==> src/rtl/tlb_prot.sv <==
module tlb_prot #(
  parameter int N     = 16,
  parameter int VPN_W = 20,
  parameter int PPN_W = 20,
  parameter int OFF_W = 12
) (
  input  logic                   clk,
  input  logic                   rst_n,
  input  logic                   req_valid,
  input  logic [VPN_W-1:0]       req_vpn,
  input  logic [OFF_W-1:0]       req_off,
  input  logic [1:0]             req_kind,
  input  logic                   req_user,
  output logic                   rsp_valid,
  output logic                   rsp_hit,
  output logic                   rsp_miss,
  output logic                   rsp_fault,
  output logic [PPN_W+OFF_W-1:0] rsp_paddr,
  input  logic                   wr_en,
  input  logic [VPN_W-1:0]       wr_vpn,
  input  logic [PPN_W-1:0]       wr_ppn,
  input  logic [1:0]             wr_rights,
  input  logic                   wr_kern,
  input  logic                   ref_clear,
  input  logic                   flush,
  output logic                   evict_valid,
  output logic [VPN_W-1:0]       evict_vpn,
  output logic                   evict_dirty
);
  localparam int IDX_W = (N > 1) ? $clog2(N) : 1;
  localparam logic [1:0] K_STORE = 2'd1;
  localparam logic [1:0] K_FETCH = 2'd2;

  logic [N-1:0]       e_valid, e_dirty, e_ref, e_kern;
  logic [VPN_W-1:0]   e_vpn    [N];
  logic [PPN_W-1:0]   e_ppn    [N];
  logic [1:0]         e_rights [N];
  logic [IDX_W-1:0]   ptr;

  logic [N-1:0]       l_match, w_match;
  logic [IDX_W-1:0]   l_idx, w_idx, free_idx, vic, w_tgt;
  logic [N-1:0]       pass_mask;
  logic               l_any, l_ok, l_hit, l_store, w_any, free_any, w_do, w_evict;
  logic [1:0]         sel_rights;
  logic               sel_kern;
  logic [N-1:0]       ref_nxt, dirty_nxt, valid_nxt;

  for (genvar g = 0; g < N; g++) begin : g_cmp
    assign l_match[g] = e_valid[g] && (e_vpn[g] == req_vpn);
    assign w_match[g] = e_valid[g] && (e_vpn[g] == wr_vpn);
  end

  assign l_any    = |l_match;
  assign w_any    = |w_match;
  assign free_any = ~&e_valid;

  always_comb begin
    l_idx = '0;
    w_idx = '0;
    free_idx = '0;
    for (int i = 0; i < N; i++) begin
      if (l_match[i]) l_idx = IDX_W'(i);
      if (w_match[i]) w_idx = IDX_W'(i);
    end
    for (int i = N - 1; i >= 0; i--)
      if (!e_valid[i]) free_idx = IDX_W'(i);
  end

  assign sel_rights = e_rights[l_idx];
  assign sel_kern   = e_kern[l_idx];
  assign l_ok = !(req_user && sel_kern) &&
                !(req_kind == K_STORE && !sel_rights[0]) &&
                !(req_kind == K_FETCH && !sel_rights[1]);
  assign l_hit   = req_valid && l_any && l_ok;
  assign l_store = l_hit && (req_kind == K_STORE);

  always_comb begin
    logic             found;
    logic [IDX_W-1:0] idx;
    found     = 1'b0;
    vic       = ptr;
    pass_mask = '0;
    for (int k = 0; k < N; k++) begin
      idx = ptr + IDX_W'(k);
      if (!found) begin
        if (!e_ref[idx]) begin
          found = 1'b1;
          vic   = idx;
        end else begin
          pass_mask[idx] = 1'b1;
        end
      end
    end
  end

  assign w_do    = wr_en && !flush;
  assign w_evict = w_do && !w_any && !free_any;
  assign w_tgt   = w_any ? w_idx : (free_any ? free_idx : vic);

  always_comb begin
    ref_nxt   = e_ref;
    dirty_nxt = e_dirty;
    valid_nxt = e_valid;
    if (ref_clear) ref_nxt = '0;
    if (w_evict)   ref_nxt = ref_nxt & ~pass_mask;
    if (l_hit)     ref_nxt[l_idx] = 1'b1;
    if (l_store)   dirty_nxt[l_idx] = 1'b1;
    if (w_do) begin
      ref_nxt[w_tgt]   = 1'b0;
      dirty_nxt[w_tgt] = 1'b0;
      valid_nxt[w_tgt] = 1'b1;
    end
  end

  always_ff @(posedge clk or negedge rst_n) begin
    if (!rst_n) begin
      e_valid     <= '0;
      e_dirty     <= '0;
      e_ref       <= '0;
      e_kern      <= '0;
      ptr         <= '0;
      rsp_valid   <= 1'b0;
      rsp_hit     <= 1'b0;
      rsp_miss    <= 1'b0;
      rsp_fault   <= 1'b0;
      rsp_paddr   <= '0;
      evict_valid <= 1'b0;
      evict_vpn   <= '0;
      evict_dirty <= 1'b0;
    end else begin
      rsp_valid   <= req_valid;
      rsp_hit     <= l_hit;
      rsp_miss    <= req_valid && !l_any;
      rsp_fault   <= req_valid && l_any && !l_ok;
      rsp_paddr   <= l_hit ? {e_ppn[l_idx], req_off} : '0;
      evict_valid <= w_evict;
      evict_vpn   <= w_evict ? e_vpn[vic] : '0;
      evict_dirty <= w_evict && (e_dirty[vic] || (l_store && l_idx == vic));
      if (flush) begin
        e_valid <= '0;
        e_dirty <= '0;
        e_ref   <= '0;
        ptr     <= '0;
      end else begin
        e_valid <= valid_nxt;
        e_dirty <= dirty_nxt;
        e_ref   <= ref_nxt;
        if (w_do)    e_kern[w_tgt] <= wr_kern;
        if (w_evict) ptr <= vic + 1'b1;
      end
    end
  end

  always_ff @(posedge clk) begin
    if (w_do) begin
      e_vpn[w_tgt]    <= wr_vpn;
      e_ppn[w_tgt]    <= wr_ppn;
      e_rights[w_tgt] <= wr_rights;
    end
  end

  p_one_outcome_r3: assert property (@(posedge clk) disable iff (!rst_n)
    rsp_valid |-> $onehot({rsp_hit, rsp_miss, rsp_fault}));
  p_no_outcome_idle_r3: assert property (@(posedge clk) disable iff (!rst_n)
    !rsp_valid |-> !(rsp_hit || rsp_miss || rsp_fault));
  p_answer_next_r2: assert property (@(posedge clk) disable iff (!rst_n)
    req_valid |=> rsp_valid);
  p_offset_kept_r2: assert property (@(posedge clk) disable iff (!rst_n)
    req_valid |=> (!rsp_hit || rsp_paddr[OFF_W-1:0] == $past(req_off)));
  p_store_ro_r4: assert property (@(posedge clk) disable iff (!rst_n)
    (req_valid && l_any && req_kind == K_STORE && !e_rights[l_idx][0]) |=> rsp_fault);
  p_user_kernel_r5: assert property (@(posedge clk) disable iff (!rst_n)
    (req_valid && l_any && req_user && e_kern[l_idx]) |=> rsp_fault);
  p_store_dirty_r6: assert property (@(posedge clk) disable iff (!rst_n)
    (l_store && !flush && !(w_do && w_tgt == l_idx)) |=> e_dirty[$past(l_idx)]);
  p_evict_full_r8: assert property (@(posedge clk) disable iff (!rst_n)
    evict_valid |-> $past(&e_valid));
  p_flush_empty_r9: assert property (@(posedge clk) disable iff (!rst_n)
    flush |=> (e_valid == '0 && ptr == '0));
endmodule

==> config.mk <==
export PLATFORM = sky130hd
export DESIGN_NAME = tlb_prot
export DESIGN_NICKNAME = d
export VERILOG_FILES = /design/src/rtl/tlb_prot.sv
export SDC_FILE = /design/constraint.sdc
export NUM_CORES = 2
export LEC_CHECK = 0
export BUFFER_PORTS_ARGS = -buffer_cell sky130_fd_sc_hd__clkbuf_2
export CORE_ASPECT_RATIO = 2
export CORE_MARGIN = 5
export CORE_UTILIZATION = 55
export CTS_BUF_LIST = sky130_fd_sc_hd__clkbuf_4 sky130_fd_sc_hd__clkbuf_8 sky130_fd_sc_hd__clkbuf_16
export DETAILED_ROUTE_END_ITERATION = 6
export PLACE_DENSITY = 0.69
export SLEW_MARGIN = 20
export SYNTH_ARGS = -nofsm -noshare
export SYNTH_HDL_FRONTEND = slang
export SYNTH_SLANG_ARGS = --single-unit
==> constraint.sdc <==
create_clock -name clk -period 8 [get_ports clk]
set_input_delay 0.8 -clock clk [delete_from_list [all_inputs] [get_ports clk]]
set_output_delay 0.8 -clock clk [all_outputs]
set_load 0.05 [all_outputs]
==> metrics.txt <==
outcome finished, final reports clean; insertion delay to the later sink of the worst-skew pair 0.70 ns; top cells by area, synth edfxtp_1 (45%), xnor2_1 (9.5%), dfrtp_1 (7.0%), nand2_1 (6.0%), nand3_1 (3.8%); CP max-delay cell mux2i_1; Netlist cell types 94; DR iter-0 viols 5,271; post-synthesis cell area 45,300 um2; Initial Util 55.1%; Min-Delay Path Class input port to asynchronous set/reset pin; YS warnings 0; count of final max-slew check failures 0; combinational share of power 7.1%; Final period util 86.0%; CTS tree done; global-route wire length before repair 282,000 um; CP top delay family multiplexers; die area 88,600 um2; Post-synth EDFFs 672; register-to-register setup slack 1.12 ns; DR vias 38.7k; worst r2r dst evict_vpn[10]$_DFF_PN0_; wire per inst 36.6 um; Clock Path Buffers 3; dpl hpwl 142,000 um; Worst Tran Pin Value 1.24 ns; syn_area_per_cell 10.5 um2; Synth Area in Simple Gates 19.0%; clk slew on worst S/H paths 0.07 ns; register area share after synthesis 51.5%; Switching Fraction 24.1%; post-synthesis mux area share 4.53%; clock skew 0.0602 ns; most common cell after layout, fill and taps aside nand2_1; initial antenna violation count 13; Cell Area, Placed 47,800 um2; FF-to-FF Start ptr[2]$_DFFE_PN0P_; Placeable Area 82,200 um2; Final nets 4,506; setup TNS 0 ns; FF+latch count, synth 798; Worst EP arrival 7.38 ns; Power Density 172 nW/um2; Tot GR Track Use 45.2%; row cnt 149; fin area 50,300 um2; WP buf/inv 4; largest family of logic cells by synthesized area simple AND/OR/NAND/NOR gates; Post-CTS Resized 0; Syn Inst Count 4,304; post-CTS setup buffers 0; DR WL met3 20,800 um; Final ANT Viol Nets 0; Sink Count 798; Synth area leader edfxtp_1; Pint 0.00658 W; Reg2Reg Depth 18; WL met1 64,400 um; pre-CTS setup slack 1.52 ns; Fmax 0.145 GHz; Crit path required time 8.50 ns; RSZ-0062 raised after global routing no; IO Port Bufs 141; worst relative slew slack 16.8%; CTS buffer count 71; Worst path max stage delay 0.90 ns; Compound-Gate Fraction of Synth Area 9.03%; drt first pass iters 6; met2 WL 94,600 um; largest net degree at the start of global routing 133; Post-synth top flop edfxtp_1; VDD IR max 0.000229 V; synth-to-layout area growth 11.0%; xor/xnor share of the synthesized area 12.8%; Worst Path Max Fanout 84; hold slack 0.156 ns; leakage power 17.4 nW; die height 416 um; fin worst setup slack 1.12 ns; final setup violating endpoints 0; post-synth net total 4,402; uppermost routed layer met5; most used cell, CP mux2i_1; vias in the first global route 37.8k; Synth top area share 44.5%; Reg power frac 52.7%; Avg Vias per Cell 7.01; Adder-Cell Fraction of Synth Area 0.387%; # IOs 142; max_cap viols 0; startpoint types flop; H-Tree Depth 3; commonest cells after routing, fill and taps aside nand2_1 (719), edfxtp_1 (672), xnor2_1 (482); Async SR Flop Fraction 15.8%; Die Wd 213 um; Period minus WS final 6.88 ns; share of layout cells above drive strength 1 12.6%; root buffer cell clkbuf_16; critical path type flop to flop; Crit. End Element flop; CP Cell Sequence buf_4 > inv_1 > ha_1 > a21boi_1 > xnor2_1 > mux4_2 > nor2_1 > nand2_1 > or4_1 > o22a_1 > o211a_2 > a21o_4 > inv_6 > buf_12 > mux2i_1 > mux2i_1 > nand3_1 > o211ai_1; GPL Wtd Cong 1.11; final wirelength 202,000 um; Hold Fails Final Rpt 0; DRC violations left 0; grt total ovfl 0; clock network fraction of design power 40.3%; sw power 0.00209 W; # hold bufs at CTS 0
==> worst max path at each step <==
stage	start	end	slack (ns)	depth (start not counted)
after CTS	ptr[2]$_DFFE_PN0P_	e_vpn[8][5]$_DFFE_PP_	1.48	17
after global placement	ptr[2]$_DFFE_PN0P_	e_vpn[8][13]$_DFFE_PP_	1.53	17
after detailed placement	ptr[2]$_DFFE_PN0P_	e_vpn[8][11]$_DFFE_PP_	1.52	17
final	ptr[2]$_DFFE_PN0P_	evict_vpn[10]$_DFF_PN0_	1.12	18
after global routing	ptr[2]$_DFFE_PN0P_	evict_vpn[10]$_DFF_PN0_	1.17	18
after floorplan	ptr[2]$_DFFE_PN0P_	e_kern[12]$_DFFE_PN0P_	1.05	19
==> power groups by stage <==
| stage | logic, W | clock network (W) | registers [W] |
|---|---|---|---|
| floorplan | 0.000303 | 0 | 0.00465 |
| global placement | 0.000570 | 0 | 0.00465 |
| detailed placement | 0.000573 | 0 | 0.00465 |
| CTS | 0.000575 | 0.00349 | 0.00456 |
| global route | 0.000629 | 0.00368 | 0.00456 |
| finish | 0.000613 | 0.00349 | 0.00457 |
==> Yosys cell counts (all sizes together), types with 22 or more instances <==
library cell and count:
xor2 165, xnor2 495, o21ai 109, dfrtp 126
nand2 720, and3 33, mux2 36, a21o 22
buf 79, o211ai 48, inv 33, edfxtp 672
nand3 340, a22oi 79, a21oi 57, nor4 85
mux2i 119, and2 25, clkbuf 201, nor2 168
a211oi 42, nor2b 27, nor3 62, a31oi 61
nand4 185
==> registers in the layout, summed over array words and instances, names as in the netlist <==
name	flops
e_ref	16
e_kern	16
rsp_hit	1
e_dirty	16
rsp_miss	1
e_ppn	320
evict_valid	1
rsp_fault	1
e_valid	16
e_vpn	320
evict_dirty	1
ptr	4
rsp_valid	1
e_rights	32
rsp_paddr	32
evict_vpn	20
==> kinds of logic (layout without fill, tap and decap cells) <==
logic type      after synthesis  count (layout)
xor+xnor                    660             660
mux                         175             175
flops                       798             798
buf+inv                     314             473
simple gates               1759            1759
fa+ha+maj                    14              14
other cells                   0               6
compound gates              584             584
==> layout make-up <==
class	count	area, um2
clock inverters	42	402
repair buffers	311	2200
fillers	6810	31900
inverters	34	133
diodes	6	15.0
clock buffers	86	1910
flip-flops and latches	798	23300
multi-input cells	3192	21000
well taps	1057	1320
==> routing by layer <==
| metal | track usage, % | vias to the layer above |
|---|---|---|
| li1 | - | 16044 |
| met5 | 0 | - |
| met1 | 48.7 | 18759 |
| met4 | 37.2 | 10 |
| met3 | 15.0 | 1027 |
| met2 | 71.4 | 2887 |
==> per-stage QoR <==
step,cells,total power [W],utilization (%)
final,5526,0.00867,61.2
after global routing,5520,0.00888,61.2
after CTS,5516,0.00863,61.0
after detailed placement,5388,0.00523,58.2
after global placement,5388,0.00522,58.2
after floorplan,4304,0.00495,-
(Power assumes the default switching activity.)
